--- src/rtl/i2cp_pkg.sv ---
package i2cp_pkg;

  localparam int BYTE_W = 8;
  localparam int BIT_W  = $clog2(BYTE_W + 1);

  typedef enum logic [2:0] {
    CMD_NONE   = 3'd0,
    CMD_START  = 3'd1,
    CMD_STOP   = 3'd2,
    CMD_WRITE  = 3'd3,
    CMD_ACKCHK = 3'd4,
    CMD_READ   = 3'd5
  } cmd_e;

  // strobes from control to datapath, valid for one cycle
  typedef struct packed {
    logic sclSet;
    logic sclLow;
    logic sdaSet;
    logic sdaLow;
    logic sdaTx;
    logic loadTx;
    logic rxSample;
    logic ackSample;
    logic rxCommit;
  } strobe_t;

  function automatic logic isCmd(input logic [2:0] code);
    return (code >= 3'd1) && (code <= 3'd5);
  endfunction

endpackage

--- src/rtl/i2cp_datapath.sv ---
module i2cp_datapath import i2cp_pkg::*; (
  input  logic              clk,
  input  logic              rstN,
  input  strobe_t           stb,
  input  logic [BYTE_W-1:0] txByte,
  input  logic              sdaIn,
  output logic              sclOe,
  output logic              sdaOe,
  output logic [BYTE_W-1:0] rxByte,
  output logic              ackStatus
);

  logic [BYTE_W-1:0] txSh;
  logic [BYTE_W-1:0] rxSh;
  logic [BYTE_W-1:0] txSrc;

  assign txSrc = stb.loadTx ? txByte : txSh;

  always_ff @(posedge clk) begin
    if (!rstN) begin
      sclOe     <= 1'b0;
      sdaOe     <= 1'b0;
      txSh      <= '0;
      rxSh      <= '0;
      rxByte    <= '0;
      ackStatus <= 1'b0;
    end else begin
      if (stb.sclSet) sclOe <= stb.sclLow;
      if (stb.sdaSet) sdaOe <= stb.sdaLow;
      if (stb.sdaTx) begin
        sdaOe <= ~txSrc[BYTE_W-1];
        txSh  <= {txSrc[BYTE_W-2:0], 1'b0};
      end else if (stb.loadTx) begin
        txSh <= txByte;
      end
      if (stb.rxSample)  rxSh      <= {rxSh[BYTE_W-2:0], sdaIn};
      if (stb.ackSample) ackStatus <= sdaIn;
      if (stb.rxCommit)  rxByte    <= rxSh;
    end
  end

endmodule

--- src/rtl/i2cp_ctrl.sv ---
module i2cp_ctrl import i2cp_pkg::*; #(
  parameter int CLK_HZ = 50_000_000
) (
  input  logic       clk,
  input  logic       rstN,
  input  logic       cmdValid,
  input  logic [2:0] cmdCode,
  input  logic       ackSel,
  output strobe_t    stb,
  output cmd_e       curCmd,
  output logic       busy,
  output logic       done
);

  localparam int US = (CLK_HZ >= 2_000_000) ? (CLK_HZ / 1_000_000) : 1;
  localparam int TW = $clog2(4 * US + 1);

  typedef enum logic [1:0] {ST_IDLE, ST_PRIME, ST_RUN} state_e;

  state_e           state;
  cmd_e             cmdR;
  logic [BIT_W-1:0] bitR, nextBit;
  logic [1:0]       phR, nextPh, lastPh;
  logic [TW-1:0]    timer, lenM1;
  logic             ackSelR, autoR, endStep, finish;

  // line action applied on entry to phase p of bit b
  function automatic strobe_t stepAct(input cmd_e c, input logic [BIT_W-1:0] b,
                                      input logic [1:0] p, input logic ak);
    strobe_t s;
    s = '0;
    case (c)
      CMD_START: case (p)
        2'd0:    begin s.sclSet = 1'b1; s.sdaSet = 1'b1; end
        2'd1:    begin s.sdaSet = 1'b1; s.sdaLow = 1'b1; end
        default: begin s.sclSet = 1'b1; s.sclLow = 1'b1; end
      endcase
      CMD_STOP: case (p)
        2'd0:    begin s.sdaSet = 1'b1; s.sdaLow = 1'b1; end
        2'd1:    s.sclSet = 1'b1;
        default: s.sdaSet = 1'b1;
      endcase
      CMD_WRITE: case (p)
        2'd0:    s.sdaTx = 1'b1;
        2'd1:    s.sclSet = 1'b1;
        default: begin s.sclSet = 1'b1; s.sclLow = 1'b1; end
      endcase
      CMD_ACKCHK: case (p)
        2'd0:    s.sdaSet = 1'b1;
        2'd1:    s.sclSet = 1'b1;
        default: begin s.sclSet = 1'b1; s.sclLow = 1'b1; end
      endcase
      CMD_READ: begin
        if (b < BIT_W'(BYTE_W)) begin
          if (p == 2'd0) begin s.sclSet = 1'b1; s.sclLow = 1'b1; s.sdaSet = 1'b1; end
          else s.sclSet = 1'b1;
        end else case (p)
          2'd0:    begin s.sclSet = 1'b1; s.sclLow = 1'b1; s.sdaSet = 1'b1; s.sdaLow = ak; end
          2'd1:    s.sclSet = 1'b1;
          default: begin s.sclSet = 1'b1; s.sclLow = 1'b1; end
        endcase
      end
      default: ;
    endcase
    return s;
  endfunction

  // phase length in microsecond units (0 means one cycle)
  function automatic int stepUnits(input cmd_e c, input logic [BIT_W-1:0] b, input logic [1:0] p);
    case (c)
      CMD_START, CMD_STOP: return (p == 2'd2) ? 0 : 4;
      CMD_WRITE:           return 2;
      CMD_ACKCHK:          return 1;
      CMD_READ:            return ((b < BIT_W'(BYTE_W)) && (p == 2'd1)) ? 1 : 2;
      default:             return 1;
    endcase
  endfunction

  always_comb begin
    int u;
    u       = stepUnits(cmdR, bitR, phR);
    lenM1   = (u == 0) ? '0 : TW'(u * US - 1);
    lastPh  = ((cmdR == CMD_READ) && (bitR < BIT_W'(BYTE_W))) ? 2'd1 : 2'd2;
    finish  = (phR == lastPh) &&
              ((cmdR == CMD_WRITE) ? (bitR == BIT_W'(BYTE_W - 1)) :
               (cmdR == CMD_READ)  ? (bitR == BIT_W'(BYTE_W)) : 1'b1);
    nextBit = (phR == lastPh) ? bitR + BIT_W'(1) : bitR;
    nextPh  = (phR == lastPh) ? 2'd0 : phR + 2'd1;
    endStep = (state == ST_RUN) && (timer == lenM1);

    stb = '0;
    case (state)
      ST_IDLE: if (cmdValid && isCmd(cmdCode)) begin
        stb        = stepAct(cmd_e'(cmdCode), '0, 2'd0, ackSel);
        stb.loadTx = 1'b1;
      end
      ST_PRIME: stb = stepAct(CMD_STOP, '0, 2'd0, 1'b0);
      default: if (endStep) begin
        stb.ackSample = (cmdR == CMD_ACKCHK) && (phR == 2'd1);
        stb.rxSample  = (cmdR == CMD_READ) && (bitR < BIT_W'(BYTE_W)) && (phR == 2'd1);
        if (finish) stb.rxCommit = (cmdR == CMD_READ);
        else        stb = strobe_t'(stb | stepAct(cmdR, nextBit, nextPh, ackSelR));
      end
    endcase
  end

  always_ff @(posedge clk) begin
    if (!rstN) begin
      state   <= ST_PRIME;
      cmdR    <= CMD_STOP;
      bitR    <= '0;
      phR     <= 2'd0;
      timer   <= '0;
      ackSelR <= 1'b0;
      autoR   <= 1'b1;
      done    <= 1'b0;
    end else begin
      done <= 1'b0;
      case (state)
        ST_IDLE: if (cmdValid && isCmd(cmdCode)) begin
          state   <= ST_RUN;
          cmdR    <= cmd_e'(cmdCode);
          bitR    <= '0;
          phR     <= 2'd0;
          timer   <= '0;
          ackSelR <= ackSel;
          autoR   <= 1'b0;
        end
        ST_PRIME: begin
          state <= ST_RUN;
          timer <= '0;
        end
        default: if (endStep) begin
          timer <= '0;
          if (finish) begin
            state <= ST_IDLE;
            done  <= ~autoR;
          end else begin
            bitR <= nextBit;
            phR  <= nextPh;
          end
        end else begin
          timer <= timer + TW'(1);
        end
      endcase
    end
  end

  assign busy   = (state != ST_IDLE);
  assign curCmd = cmdR;

  // a single completion pulse
  a_r7_done_single: assert property (@(posedge clk) disable iff (!rstN) done |=> !done);

endmodule

--- src/rtl/i2cp_engine.sv ---
module i2cp_engine import i2cp_pkg::*; #(
  parameter int CLK_HZ = 50_000_000
) (
  input  logic        clk,
  input  logic        rstN,
  input  logic        cmdValid,
  input  logic [2:0]  cmdCode,
  input  logic [7:0]  txByte,
  input  logic        ackSel,
  output logic        busy,
  output logic        done,
  output logic [7:0]  rxByte,
  output logic        ackStatus,
  output logic        sclOe,
  output logic        sdaOe,
  input  logic        sdaIn
);

  strobe_t stb;
  cmd_e    curCmd;
  logic    byteCmd;

  i2cp_ctrl #(.CLK_HZ(CLK_HZ)) uCtrl (
    .clk(clk), .rstN(rstN), .cmdValid(cmdValid), .cmdCode(cmdCode),
    .ackSel(ackSel), .stb(stb), .curCmd(curCmd), .busy(busy), .done(done)
  );

  i2cp_datapath uDp (
    .clk(clk), .rstN(rstN), .stb(stb), .txByte(txByte), .sdaIn(sdaIn),
    .sclOe(sclOe), .sdaOe(sdaOe), .rxByte(rxByte), .ackStatus(ackStatus)
  );

  assign byteCmd = (curCmd == CMD_WRITE) || (curCmd == CMD_READ) || (curCmd == CMD_ACKCHK);

  // data line held while the clock line stays released in byte primitives
  a_r4_sda_stable: assert property (@(posedge clk) disable iff (!rstN)
    (busy && $past(busy) && byteCmd && !sclOe && $past(!sclOe)) |-> $stable(sdaOe));

  // done never overlaps busy
  a_r7_done_idle: assert property (@(posedge clk) disable iff (!rstN) done |-> !busy);

  // results hold while idle
  a_r8_hold_idle: assert property (@(posedge clk) disable iff (!rstN)
    (!busy && $past(!busy)) |-> ($stable(rxByte) && $stable(ackStatus)));

endmodule

--- config.mk ---
export PLATFORM = sky130hd
export DESIGN_NAME = i2cp_engine
export DESIGN_NICKNAME = d
export VERILOG_FILES = /design/src/rtl/i2cp_pkg.sv /design/src/rtl/i2cp_datapath.sv /design/src/rtl/i2cp_ctrl.sv /design/src/rtl/i2cp_engine.sv
export SDC_FILE = /design/constraint.sdc
export NUM_CORES = 1
export LEC_CHECK = 0
export ABC_AREA = 1
export BUFFER_PORTS_ARGS = -buffer_cell sky130_fd_sc_hd__buf_4
export CAP_MARGIN = 5
export CORE_MARGIN = 1
export CORE_UTILIZATION = 45
export CTS_CLUSTER_DIAMETER = 80
export DETAILED_ROUTE_END_ITERATION = 10
export PLACE_DENSITY = 0.66
export SLEW_MARGIN = 15
export SYNTH_ARGS = -nofsm -noshare
export SYNTH_HDL_FRONTEND = slang
export SYNTH_SLANG_ARGS = --single-unit
--- constraint.sdc ---
create_clock -name clk -period 3.1 [get_ports clk]
set_input_delay 0.465 -clock clk [delete_from_list [all_inputs] [get_ports clk]]
set_output_delay 0.465 -clock clk [all_outputs]
set_load 0.05 [all_outputs]
==> run metrics, run 1 <==
status=completed; Die ar.=0.006773 mm^2; crit-path most repeated cell=ha_1; Initial Util=47.87%; global routing usage on met1=29.23%; max incr delay on CP=360 ps; post-synth top area share=~34%; clock slew at reported path FFs=100 ps; Hold Path Sink=uDp.rxSh[0]$_SDFFE_PN0P_; GP Congestion=0.9484; via count=2799; hold_sp=sdaIn; capturing point of the worst reg2reg path=uCtrl.timer[4]$_SDFFE_PN0P_; first-pass GRT wire length=about 11000 um; Worst Hold Class=in -> reg; Area growth syn-to-layout=17.85%; num rows=28; Layout Skew=between 10 and 15 ps; largest net degree at the start of global routing=31; post-layout min period=2866 ps; Worst Path Required=roughly 3300 ps; final instance area=0.003420 mm^2; CP bufs+invs=3; leading area contributor after synthesis=dfxtp_1; sequential-to-total area share from yosys stat=between 30% and 40%; core area=0.006061 mm^2; Num CTS Buffers=5; final hold vios=0; NumNets Final=494; # port buffers=28; Filler cells=594; CP Max Fanout=7; CP endpoint kind=register; Least-Margin Pin Slew=around 750 ps; All-Layer GR Usage=21.25%; Sink Count=49; clock root cell=clkbuf_8; f_max=348.9 MHz; post-synthesis cell type count=39; Pins Over Slew Limit=0; grt total ovfl=0; routed len/inst=12.50 um; Die H=82.30 um; Post-Synthesis Cells=428; Starting DRT DRC Count=175; PD cells=approximately 420 mW/mm^2; Vias/cell=5.164; R2R Setup Slk=~230 ps; share of layout cells above drive strength 1=19.70%; final worst-path cycle share=92.46%; CP top delay family=simple AND/OR/NAND/NOR gates; dpl cell area=0.003231 mm^2; antenna viol nets, final=0; number of top-level pins=29; Total Power=1.428 mW; Sum Neg Setup Slack=0 ps; vias in the first global route=2393; #FFs+latches synth=49; worst path cell trace=inv_2, ha_1, inv_1, nor2_1, nand3_2, nand2_2, ha_1, ha_1, nor3_2, nand4_1, nand3_1, nand2_1, nand2_2, nor2_8, nand2_4, inv_2, nor2_2, nand3_1, a21oi_1; drt drc=0; GRT met3 Usage=around 4%; Mapped Nets=around 460; Slew HR=50.11%; crit path kind=reg -> reg; Post-Route Utilization=56.42%; synth warn=0; # setup viols final=0; gr busiest metal=met2; CTS tree=built; Hold Crit Depth=3; Final Routed Wirelength=6774 um; iteration count of the initial detailed-routing pass=5; Clk Latency, worst-skew pair=roughly 310 ps; syn_area_per_cell=6.779 um^2; met2 Use GR=33.22%; RSZ-0062 raised after global routing=no; startpoint types=register; clk buf depth=2; worst reg2reg path depth=19; Lkg Pwr=between 1.5 and 2 nW; crit path max-delay cell type=dfxtp_2; initial antenna violation count=0; number of diodes=0; worst r2r src=uCtrl.phR[1]$_SDFFE_PN0P_; peak supply drop=a little under 0.0003 V; synthesized area=around 0.0029 mm^2; die extent in x=82.30 um; number of H-tree levels=2; Detail Placement HPWL=5001 um; top cells by area, synth=dfxtp_1, nand2_1, nor2_1; Crit path arrival time=3090 ps; max cap viols=0
[stage by stage]
stage / std cells / setup WS, ps / hold slack (ps)
3_5_place_dp: 532 / 33.50 / 416.4
5_1_grt: 542 / 0.3906 / 419.5
3_3_place_gp: 532 / 104.7 / 418.6
4_1_cts: 541 / 63.63 / 413.1
6_report: 542 / 233.8 / 416.1
2_1_floorplan: 428 / 198.8 / 399.2
[layer usage]
layer,share of wire [%],vias to the layer above
li1,-,1463
met1,50,1259
met2,45,69
met3,4.2,8
met4,1.2,0
met5,0,-
[repair_timing]
action                                  4_1_cts  5_1_grt
pin swaps                                     1        4
hold buffers                                  0        0
setup buffers                                 1        1
endpoints found under the setup margin        2       42
resized for setup                             2       16
[sequential cells by signal (all words and copies together), names as in the netlist, 2 cells and up]
name,count
uDp.txSh,8
uCtrl.phR,2
uDp.rxByte,8
uCtrl.state,2
uCtrl.timer,8
uDp.rxSh,8
uCtrl.bitR,4
uCtrl.curCmd,3
[cells in the mapped netlist]
cell type  instances
inv_1             50
nor3_1             6
or2_2              6
nor3_2             1
nor3b_1            1
nor4_1             1
xor2_1             7
o21ai_0           26
nand3_1           29
nor2_8             1
a31oi_1            1
and2_4             1
o211ai_1           3
nor2_2             2
nand2_1           92
a21oi_1           32
o221ai_1           2
inv_2              3
o21ai_2            1
clkbuf_1           4
buf_1              1
dfxtp_1           49
nand2_4            3
nor3_4             1
buf_2              1
o21ai_1            3
buf_6              1
nand2_2            5
mux2i_1            1
nand3b_1           1
and3_1             1
ha_1              12
nand3_2            6
nor2_1            62
xnor2_1            1
nor2_4             3
a21boi_0           1
nand4_1            6
or3_1              1
[power breakdown]
part,internal (mW),switching (mW),leakage [nW]
clock,0.242,0.221,0.0543
sequential,0.649,0.0166,0.399
combinational,0.108,0.193,1.15
total,0.998,0.431,1.60
[cells by family after synthesis]
| group | share of synthesized area, % |
|---|---|
| flops | 33.81 |
| xor+xnor | 2.415 |
| compound gates | 12.68 |
| buf+inv | 8.063 |
| simple gates | 37.52 |
| fa+ha+maj | 5.175 |
| mux | 0.3450 |
[area by class of cell]
class / count / area, um^2 / area share (%)
tap: 75 / 93.84 / 2.744
inverter: 53 / 198.9 / 5.818
multi-input combinational: 319 / 1737 / 50.79
timing repair buffer: 38 / 289.0 / 8.452
sequential: 49 / 985.9 / 28.83
clock inverter: 3 / 46.29 / 1.354
clock buffer: 5 / 68.82 / 2.012
[placed cells by master, fill, tap and decap left out, types with 2 or more instances in the layout]
| cell type | synthesis | final |
|---|---|---|
| nor2_4 | 3 | 3 |
| clkbuf_8 | 0 | 5 |
| or2_2 | 6 | 6 |
| nand4_1 | 6 | 6 |
| nand2_1 | 92 | 90 |
| nand3_4 | 0 | 2 |
| nor2_2 | 2 | 4 |
| a21oi_2 | 0 | 2 |
| ha_1 | 12 | 12 |
| nand3_1 | 29 | 29 |
| buf_4 | 0 | 37 |
| o21ai_1 | 3 | 3 |
| dfxtp_2 | 0 | 4 |
| dfxtp_1 | 49 | 45 |
| nor2_1 | 62 | 60 |
| nor3_2 | 1 | 2 |
| o21ai_0 | 26 | 26 |
| inv_2 | 3 | 5 |
| o211ai_1 | 3 | 3 |
| nand2_2 | 5 | 6 |
| nor3_1 | 6 | 5 |
| a21oi_1 | 32 | 30 |
| nand3_2 | 6 | 4 |
| inv_1 | 50 | 48 |
| o221ai_1 | 2 | 2 |
| nand2_4 | 3 | 4 |
| xor2_1 | 7 | 7 |
[how the worst max path moves through the flow]
stage,startpoint,to,slack (ps),cells past startpoint
after floorplan,uCtrl.curCmd[1]$_SDFFE_PN1P_,uCtrl.bitR[0]$_SDFFE_PN0P_,200,18
after global placement,uCtrl.phR[0]$_SDFFE_PN0P_,uDp.rxByte[7]$_SDFFE_PN0P_,100,17
after detailed placement,uCtrl.phR[1]$_SDFFE_PN0P_,uDp.rxByte[7]$_SDFFE_PN0P_,30,19
after CTS,uCtrl.phR[1]$_SDFFE_PN0P_,uDp.rxByte[7]$_SDFFE_PN0P_,60,19
after global routing,uCtrl.phR[1]$_SDFFE_PN0P_,uDp.rxByte[3]$_SDFFE_PN0P_,0.4,19
final,uCtrl.phR[1]$_SDFFE_PN0P_,uCtrl.timer[4]$_SDFFE_PN0P_,230,19
[tightest hold or removal path, stage by stage]
cell and delay [ps]:
buf_4 70, inv_1 40, a21oi_1 110
No activity file was read; power rests on OpenSTA's default activity.
==> run 2: changes to the inputs <==
--- a/config.mk
+++ b/config.mk
@@ -5,7 +5,7 @@
 export SDC_FILE = /design/constraint.sdc
 export NUM_CORES = 1
 export LEC_CHECK = 0
-export ABC_AREA = 1
+export ABC_AREA = 0
 export BUFFER_PORTS_ARGS = -buffer_cell sky130_fd_sc_hd__buf_4
 export CAP_MARGIN = 5
 export CORE_MARGIN = 1
==> run 2 against run 1 <==
  * Die area up 9.6%
  * The flow now finishes with violations (setup timing)
  * Power up 15%
  * Wire length up 33%
  * Clock skew down 4.8 ps
  * Sequential power down 0.8%
  * Clock-buffer cell count up 1
  * Sequential share of layout area down 6.3 points
  * Area after synthesis up 9.8%
  * Critical endpoint is now uDp.sdaOe$_SDFFE_PN0P_
  * Critical path depth down 5
  * First-iteration DRC count down 6.9%
  * Synthesized cell count down 9.8%
==> run metrics, run 2 <==
Post-synth top cells=dfxtp_1, nand2_1, nor2_1 (was nand2_1, nor2_1, inv_1); peak supply drop=0.0002483 V (was 0.0002954 V); die extent in x=86.16 um (was 82.30 um); number of diodes=0 (unchanged); Hold Crit Depth=3 (unchanged); capturing point of the worst reg2reg path=uDp.sdaOe$_SDFFE_PN0P_ (was uCtrl.timer[4]$_SDFFE_PN0P_); syn_area_per_cell=8.256 um^2 (was 6.779 um^2); Multi-input gate area=0.002302 mm^2 (was 0.001737 mm^2); Layout Skew=7.110 ps (was 11.95 ps); violated checks=setup timing; GP Congestion=0.9288 (was 0.9484); most frequent cells in the layout=buf_4, dfxtp_1, nand2_1, nor2_1, a21oi_1 (was nand2_1, nor2_1, inv_1, dfxtp_1, buf_4); status=finished, violations left (was completed); grt total ovfl=0 (unchanged); leading area contributor after synthesis=dfxtp_1 (unchanged); max cap viols=0 (unchanged); hold_sp=sdaIn (unchanged); CP bufs+invs=1 (was 3); Post-Route Utilization=64.03% (was 56.42%); share of layout cells above drive strength 1=36.31% (was 19.70%); Slew HR=22.78% (was 50.11%); startpoint types=register (unchanged); RSZ-0062 raised after global routing=yes (was no); crit path kind=reg -> reg (unchanged); # setup viols final=43 (was 0); worst path cell trace=inv_4, ha_4, nor2b_4, o21ai_2, nand2_2, ha_4, ha_4, or4b_4, a211oi_2, o31a_1, o22ai_4, or4_4, a311o_1, o22ai_1 (was inv_2, ha_1, inv_1, nor2_1, nand3_2, nand2_2, ha_1, ha_1, nor3_2, nand4_1, nand3_1, nand2_1, nand2_2, nor2_8, nand2_4, inv_2, nor2_2, nand3_1, a21oi_1); # port buffers=28 (unchanged); post-synth top area share=30.78% (was 33.81%); clock root cell=clkbuf_8 (unchanged); Worst Hold Class=in -> reg (unchanged); CP Max Fanout=6 (was 7); Clk Latency, worst-skew pair=310 ps (about the same); Mapped Nets=414 (was 456); Least-Margin Pin Slew=1154 ps (was 745.7 ps); Vias/cell=5.637 (was 5.164); num rows=30 (was 28); worst r2r src=uCtrl.phR[1]$_SDFFE_PN0P_ (unchanged); Die ar.=0.007423 mm^2 (was 0.006773 mm^2); Lkg Pwr=1.774 nW (was 1.601 nW); crit-path most repeated cell=ha_4 (was ha_1); All-Layer GR Usage=24.64% (was 21.25%); worst reg2reg path depth=14 (was 19); largest net degree at the start of global routing=32 (was 31); first-pass GRT wire length=14510 um (was 11080 um); Post-Synthesis Cells=386 (was 428); #FFs+latches synth=49 (unchanged); Num CTS Buffers=5 (unchanged); Hold Path Sink=uDp.rxSh[0]$_SDFFE_PN0P_ (unchanged); Filler cells=595 (was 594); Detail Placement HPWL=6382 um (was 5001 um); Final Routed Wirelength=9014 um (was 6774 um); vias in the first global route=2979 (was 2393); Sum Neg Setup Slack=-13120 ps (was 0 ps); Pins Over Slew Limit=0 (unchanged); Crit path arrival time=3800 ps (was 3090 ps); Starting DRT DRC Count=163 (was 175); Post-synth top flop=dfxtp_1 (unchanged); final hold vios=0 (unchanged); Sink Count=49 (unchanged); initial antenna violation count=0 (unchanged); number of top-level pins=29 (unchanged); NumNets Final=498 (was 494); Sequential Area=984.7 um^2 (was 985.9 um^2); crit path max-delay cell type=or4_4 (was dfxtp_2); Die H=86.16 um (was 82.30 um); synth warn=0 (unchanged); Area growth syn-to-layout=37.26% (was 17.85%); routed len/inst=15.90 um (was 12.50 um); count leader, synth=dfxtp_1 (was nand2_1); clk buf depth=2 (unchanged); sequential-to-total area share from yosys stat=30.78% (was 33.81%); post-synthesis cell type count=72 (was 39); CP endpoint kind=register (unchanged); clock slew at reported path FFs=100 ps (about the same); Initial Util=46.65% (was 47.87%); number of H-tree levels=2 (unchanged); via count=3196 (was 2799); f_max=279.4 MHz (was 348.9 MHz); top cells by area, synth=dfxtp_1, nand2_1, ha_1 (was dfxtp_1, nand2_1, nor2_1); R2R Setup Slk=-480 ps (was 230 ps); post-layout min period=3579 ps (was 2866 ps); synthesized area=0.003187 mm^2 (was 0.002902 mm^2); CP top delay family=simple AND/OR/NAND/NOR gates (unchanged); core area=0.006832 mm^2 (was 0.006061 mm^2); PD cells=375.1 mW/mm^2 (was 417.7 mW/mm^2); max incr delay on CP=540 ps (was 360 ps); Worst Path Required=3320 ps (was 3330 ps); Total Power=1.641 mW (was 1.428 mW); CTS tree=built (unchanged); Post-synth EDFFs=0 (unchanged); commonest non-fill, non-tap cell in the layout=buf_4 (was nand2_1); drt drc=0 (unchanged); iteration count of the initial detailed-routing pass=4 (was 5); antenna viol nets, final=0 (unchanged); worst setup margin=-479.4 ps (was 233.8 ps); post-synthesis async set-or-reset flop share=0% (unchanged); final worst-path cycle share=115.5% (was 92.46%)
-- run 2: area by class of cell --
type | instances | area share (%)
Multi-Input combinational cell | 299 | 52.63
Sequential cell | 49 | 22.51
Timing Repair Buffer | 100 | 18.02
Tap cell | 96 | 2.746
Clock buffer | 6 | 1.888
Inverter | 15 | 1.344
Clock inverter | 2 | 0.8581
-- run 2: power by group --
part | total [mW] | switching [mW] | internal [mW]
combinational | 0.491 | 0.246 | 0.244
clock | 0.490 | 0.228 | 0.263
sequential | 0.660 | 0.0132 | 0.647
-- run 2: logic make-up after synthesis --
group,Yosys count,share of synthesized area (%)
compound gates,96,21.71
xor+xnor,12,3.887
fa+ha+maj,12,4.711
buf+inv,39,5.496
flops,49,30.78
mux,21,7.028
simple gates,157,26.38
-- run 2: per-layer routing --
metal | global-route usage, % | routed length, um
met1 | 33.41 | 4163
met2 | 41.56 | 4382
met3 | 3.080 | 353
met4 | 5.909 | 115
met5 | 0 | 0
-- run 2: worst min-delay path: stages --
cell and delay, ps:
buf_4 80, mux2i_1 50, nor2_1 70
-- run 2: through the flow --
step	std cells	area (um^2)	setup slack (ps)	hold slack [ps]
2_1_floorplan	386	3378	-435.7	408.3
3_3_place_gp	547	3983	-354.0	424.4
3_5_place_dp	547	3983	-379.9	432.0
4_1_cts	561	4280	-393.2	398.3
5_1_grt	567	4374	-585.2	401.5
6_report	567	4374	-479.4	394.7
-- run 2: how the worst max path moves through the flow --
| stage | startpoint | to | slack, ps | cells past startpoint |
|---|---|---|---|---|
| floorplan | uCtrl.phR[1]$_SDFFE_PN0P_ | uDp.txSh[4]$_SDFF_PN0_ | -440 | 16 |
| global placement | uCtrl.phR[1]$_SDFFE_PN0P_ | uCtrl.bitR[0]$_SDFFE_PN0P_ | -350 | 15 |
| detailed placement | uCtrl.phR[1]$_SDFFE_PN0P_ | uCtrl.bitR[0]$_SDFFE_PN0P_ | -380 | 15 |
| CTS | uCtrl.phR[1]$_SDFFE_PN0P_ | uCtrl.bitR[0]$_SDFFE_PN0P_ | -390 | 15 |
| global route | uCtrl.phR[1]$_SDFFE_PN0P_ | uDp.sdaOe$_SDFFE_PN0P_ | -590 | 14 |
| finish | uCtrl.phR[1]$_SDFFE_PN0P_ | uDp.sdaOe$_SDFFE_PN0P_ | -480 | 14 |
-- run 2: timing repair --
action	4_1_cts	5_1_grt
buffers inserted	7	9
endpoints found under the setup margin	43	43
hold buffers	0	0
gates resized for setup	28	15
pin swaps	13	8
gates cloned	1	1
==> run 3: changes to the inputs <==
--- a/config.mk
+++ b/config.mk
@@ -7,12 +7,11 @@
 export LEC_CHECK = 0
 export ABC_AREA = 0
 export BUFFER_PORTS_ARGS = -buffer_cell sky130_fd_sc_hd__buf_4
-export CAP_MARGIN = 5
+export CAP_MARGIN = 20
 export CORE_MARGIN = 1
 export CORE_UTILIZATION = 45
-export CTS_CLUSTER_DIAMETER = 80
+export CTS_CLUSTER_DIAMETER = 120
 export DETAILED_ROUTE_END_ITERATION = 10
-export PLACE_DENSITY = 0.66
 export SLEW_MARGIN = 15
 export SYNTH_ARGS = -nofsm -noshare
 export SYNTH_HDL_FRONTEND = slang
==> constraint.sdc (replaced) <==
create_clock -name clk -period 3.4 [get_ports clk]
set_input_delay 0.51 -clock clk [delete_from_list [all_inputs] [get_ports clk]]
set_output_delay 0.51 -clock clk [all_outputs]
set_load 0.05 [all_outputs]
==> run 3 against run 2 <==
  * The flow still finishes with violations (setup timing)
  * Via count fell by 2.7%
  * Highest routed layer unchanged
  * Critical path type unchanged
  * Die area did not move
  * Combinational power fell by 28%
  * Power fell by 20%
  * Largest cell class unchanged
==> run metrics, run 3 (synthesis gave the netlist of run 2 again) <==
Die H=86.16 um (unchanged); Layout Skew=7.090 ps (was 7.110 ps); Total Power=1.316 mW (was 1.641 mW); final hold vios=0 (unchanged); final instance area=0.004121 mm^2 (was 0.004374 mm^2); crit path kind=reg -> reg (unchanged); worst reg2reg path depth=15 (was 14); Initial Util=46.65% (unchanged); Least-Margin Pin Slew=978.2 ps (was 1154 ps); PD cells=319.2 mW/mm^2 (was 375.1 mW/mm^2); Worst Path Required=3600 ps (was 3320 ps); Clk Latency, worst-skew pair=310 ps (about the same); Hold Path Sink=uCtrl.done$_SDFF_PP0_ (was uDp.rxSh[0]$_SDFFE_PN0P_); GP Congestion=0.8137 (was 0.9288); commonest non-fill, non-tap cell in the layout=buf_4 (unchanged); R2R Setup Slk=-160 ps (was -480 ps); peak supply drop=0.0002262 V (was 0.0002483 V); max cap viols=0 (unchanged); worst r2r src=uCtrl.phR[1]$_SDFFE_PN0P_ (unchanged); Post-CTS Hold Buffers=0 (unchanged); NumNets Final=478 (was 498); number of H-tree levels=2 (unchanged); # setup viols final=28 (was 43); Slew HR=34.71% (was 22.78%); num rows=30 (unchanged); startpoint types=register (unchanged); via count=3109 (was 3196); f_max=280.9 MHz (was 279.4 MHz); violated checks=setup timing (unchanged); status=finished, violations left (unchanged); # port buffers=28 (unchanged); drt drc=0 (unchanged); core area=0.006832 mm^2 (unchanged); post-layout min period=3560 ps (was 3579 ps); Detail Placement HPWL=6214 um (was 6382 um); CTS tree=built (unchanged); dpl cell area=0.003857 mm^2 (was 0.003983 mm^2); hold_sp=uCtrl.autoR$_SDFFE_PN1P_ (was sdaIn); number of diodes=0 (unchanged); Num CTS Buffers=5 (unchanged); Post-Route Utilization=60.33% (was 64.03%); iteration count of the initial detailed-routing pass=4 (unchanged); RSZ-0062 raised after global routing=yes (unchanged); Crit path arrival time=3760 ps (was 3800 ps); Pins Over Slew Limit=0 (unchanged); largest net degree at the start of global routing=32 (unchanged); Lkg Pwr=1.655 nW (was 1.774 nW); worst setup margin=-160.2 ps (was -479.4 ps); All-Layer GR Usage=23.92% (was 24.64%); Sink Count=49 (unchanged); Hold Crit Depth=1 (was 3); Vias/cell=5.684 (was 5.637); first-pass GRT wire length=13950 um (was 14510 um); routed len/inst=15.46 um (was 15.90 um); CP endpoint kind=register (unchanged); Starting DRT DRC Count=129 (was 163); die extent in x=86.16 um (unchanged); capturing point of the worst reg2reg path=uDp.txSh[3]$_SDFF_PN0_ (was uDp.sdaOe$_SDFFE_PN0P_); grt total ovfl=0 (unchanged); clk buf depth=2 (unchanged); initial antenna violation count=0 (unchanged); most frequent cells in the layout=buf_4, dfxtp_1, nand2_1, nor2_1, a21oi_1 (unchanged); share of layout cells above drive strength 1=32.15% (was 36.31%); vias in the first global route=2790 (was 2979); Worst Hold Class=reg -> reg (was in -> reg); Die ar.=0.007423 mm^2 (unchanged); Area growth syn-to-layout=29.33% (was 37.26%); CP Max Fanout=5 (was 6); Final Routed Wirelength=8457 um (was 9014 um); clock slew at reported path FFs=100 ps (about the same); antenna viol nets, final=0 (unchanged); number of top-level pins=29 (unchanged); clock root cell=clkbuf_8 (unchanged); final worst-path cycle share=104.7% (was 115.5%)
run 3: how the worst max path moves through the flow:
stage	cells after the start	end	from	slack, ps
final	15	uDp.txSh[3]$_SDFF_PN0_	uCtrl.phR[1]$_SDFFE_PN0P_	-160
after global routing	15	uDp.txSh[3]$_SDFF_PN0_	uCtrl.phR[1]$_SDFFE_PN0P_	-280
after CTS	14	uCtrl.bitR[3]$_SDFFE_PN0P_	uCtrl.phR[1]$_SDFFE_PN0P_	-60
after detailed placement	15	uDp.txSh[3]$_SDFF_PN0_	uCtrl.phR[1]$_SDFFE_PN0P_	-90
after global placement	17	uDp.rxSh[3]$_SDFFE_PN0P_	uCtrl.phR[1]$_SDFFE_PN0P_	10
after floorplan	16	uDp.txSh[4]$_SDFF_PN0_	uCtrl.phR[1]$_SDFFE_PN0P_	-140
run 3: layout make-up:
cell class                 count  area (um^2)
timing repair buffer          81        645.6
sequential                    49        984.7
tap                           96        120.1
multi-input combinational    298         2222
clock inverter                 3        21.27
inverter                      15        58.81
fill                         644         2710
clock buffer                   5        68.82
run 3: where the power goes:
group / leakage, nW / switching [mW] / internal (mW)
clock: 0.0445 / 0.211 / 0.146
combinational: 1.21 / 0.189 / 0.162
sequential: 0.399 / 0.0167 / 0.590
total: 1.66 / 0.417 / 0.898
run 3: per-layer routing:
metal  GRT usage [%]  routed length (um)
met1           33.22                4113
met2           38.46                3875
met3           3.080                 318
met4           7.576                 151
met5               0                   0
run 3: worst max-delay path: stages (launching register included):
cell and delay, ps:
dfxtp_2 360, inv_4 40, ha_4 150, nor2b_4 120, o21ai_2 110, nand2_2 100
ha_4 290, ha_4 190, or4b_4 540, a211oi_4 190, o31a_1 200, o22a_1 200
buf_4 130, and4_4 250, mux2_4 310, o221a_2 260
run 3: metrics by stage:
stage | cells | setup slack (ps) | hold WS (ps) | TNS [ps]
2_1_floorplan | 386 | -135.7 | 398.6 | -479.9
3_3_place_gp | 533 | 11.30 | 421.2 | 0
3_5_place_dp | 534 | -92.99 | 418.4 | -1016
4_1_cts | 546 | -60.07 | 424.2 | -744.5
5_1_grt | 547 | -282.9 | 431.3 | -7124
6_report | 547 | -160.2 | 424.1 | -1805
run 3: repair_timing:
item	in CTS	in global routing
resized for setup	23	14
pin swaps	6	8
gates cloned	1	0
endpoints found under the setup margin	28	40
buffers inserted	3	1
endpoints found under the hold margin	0	0
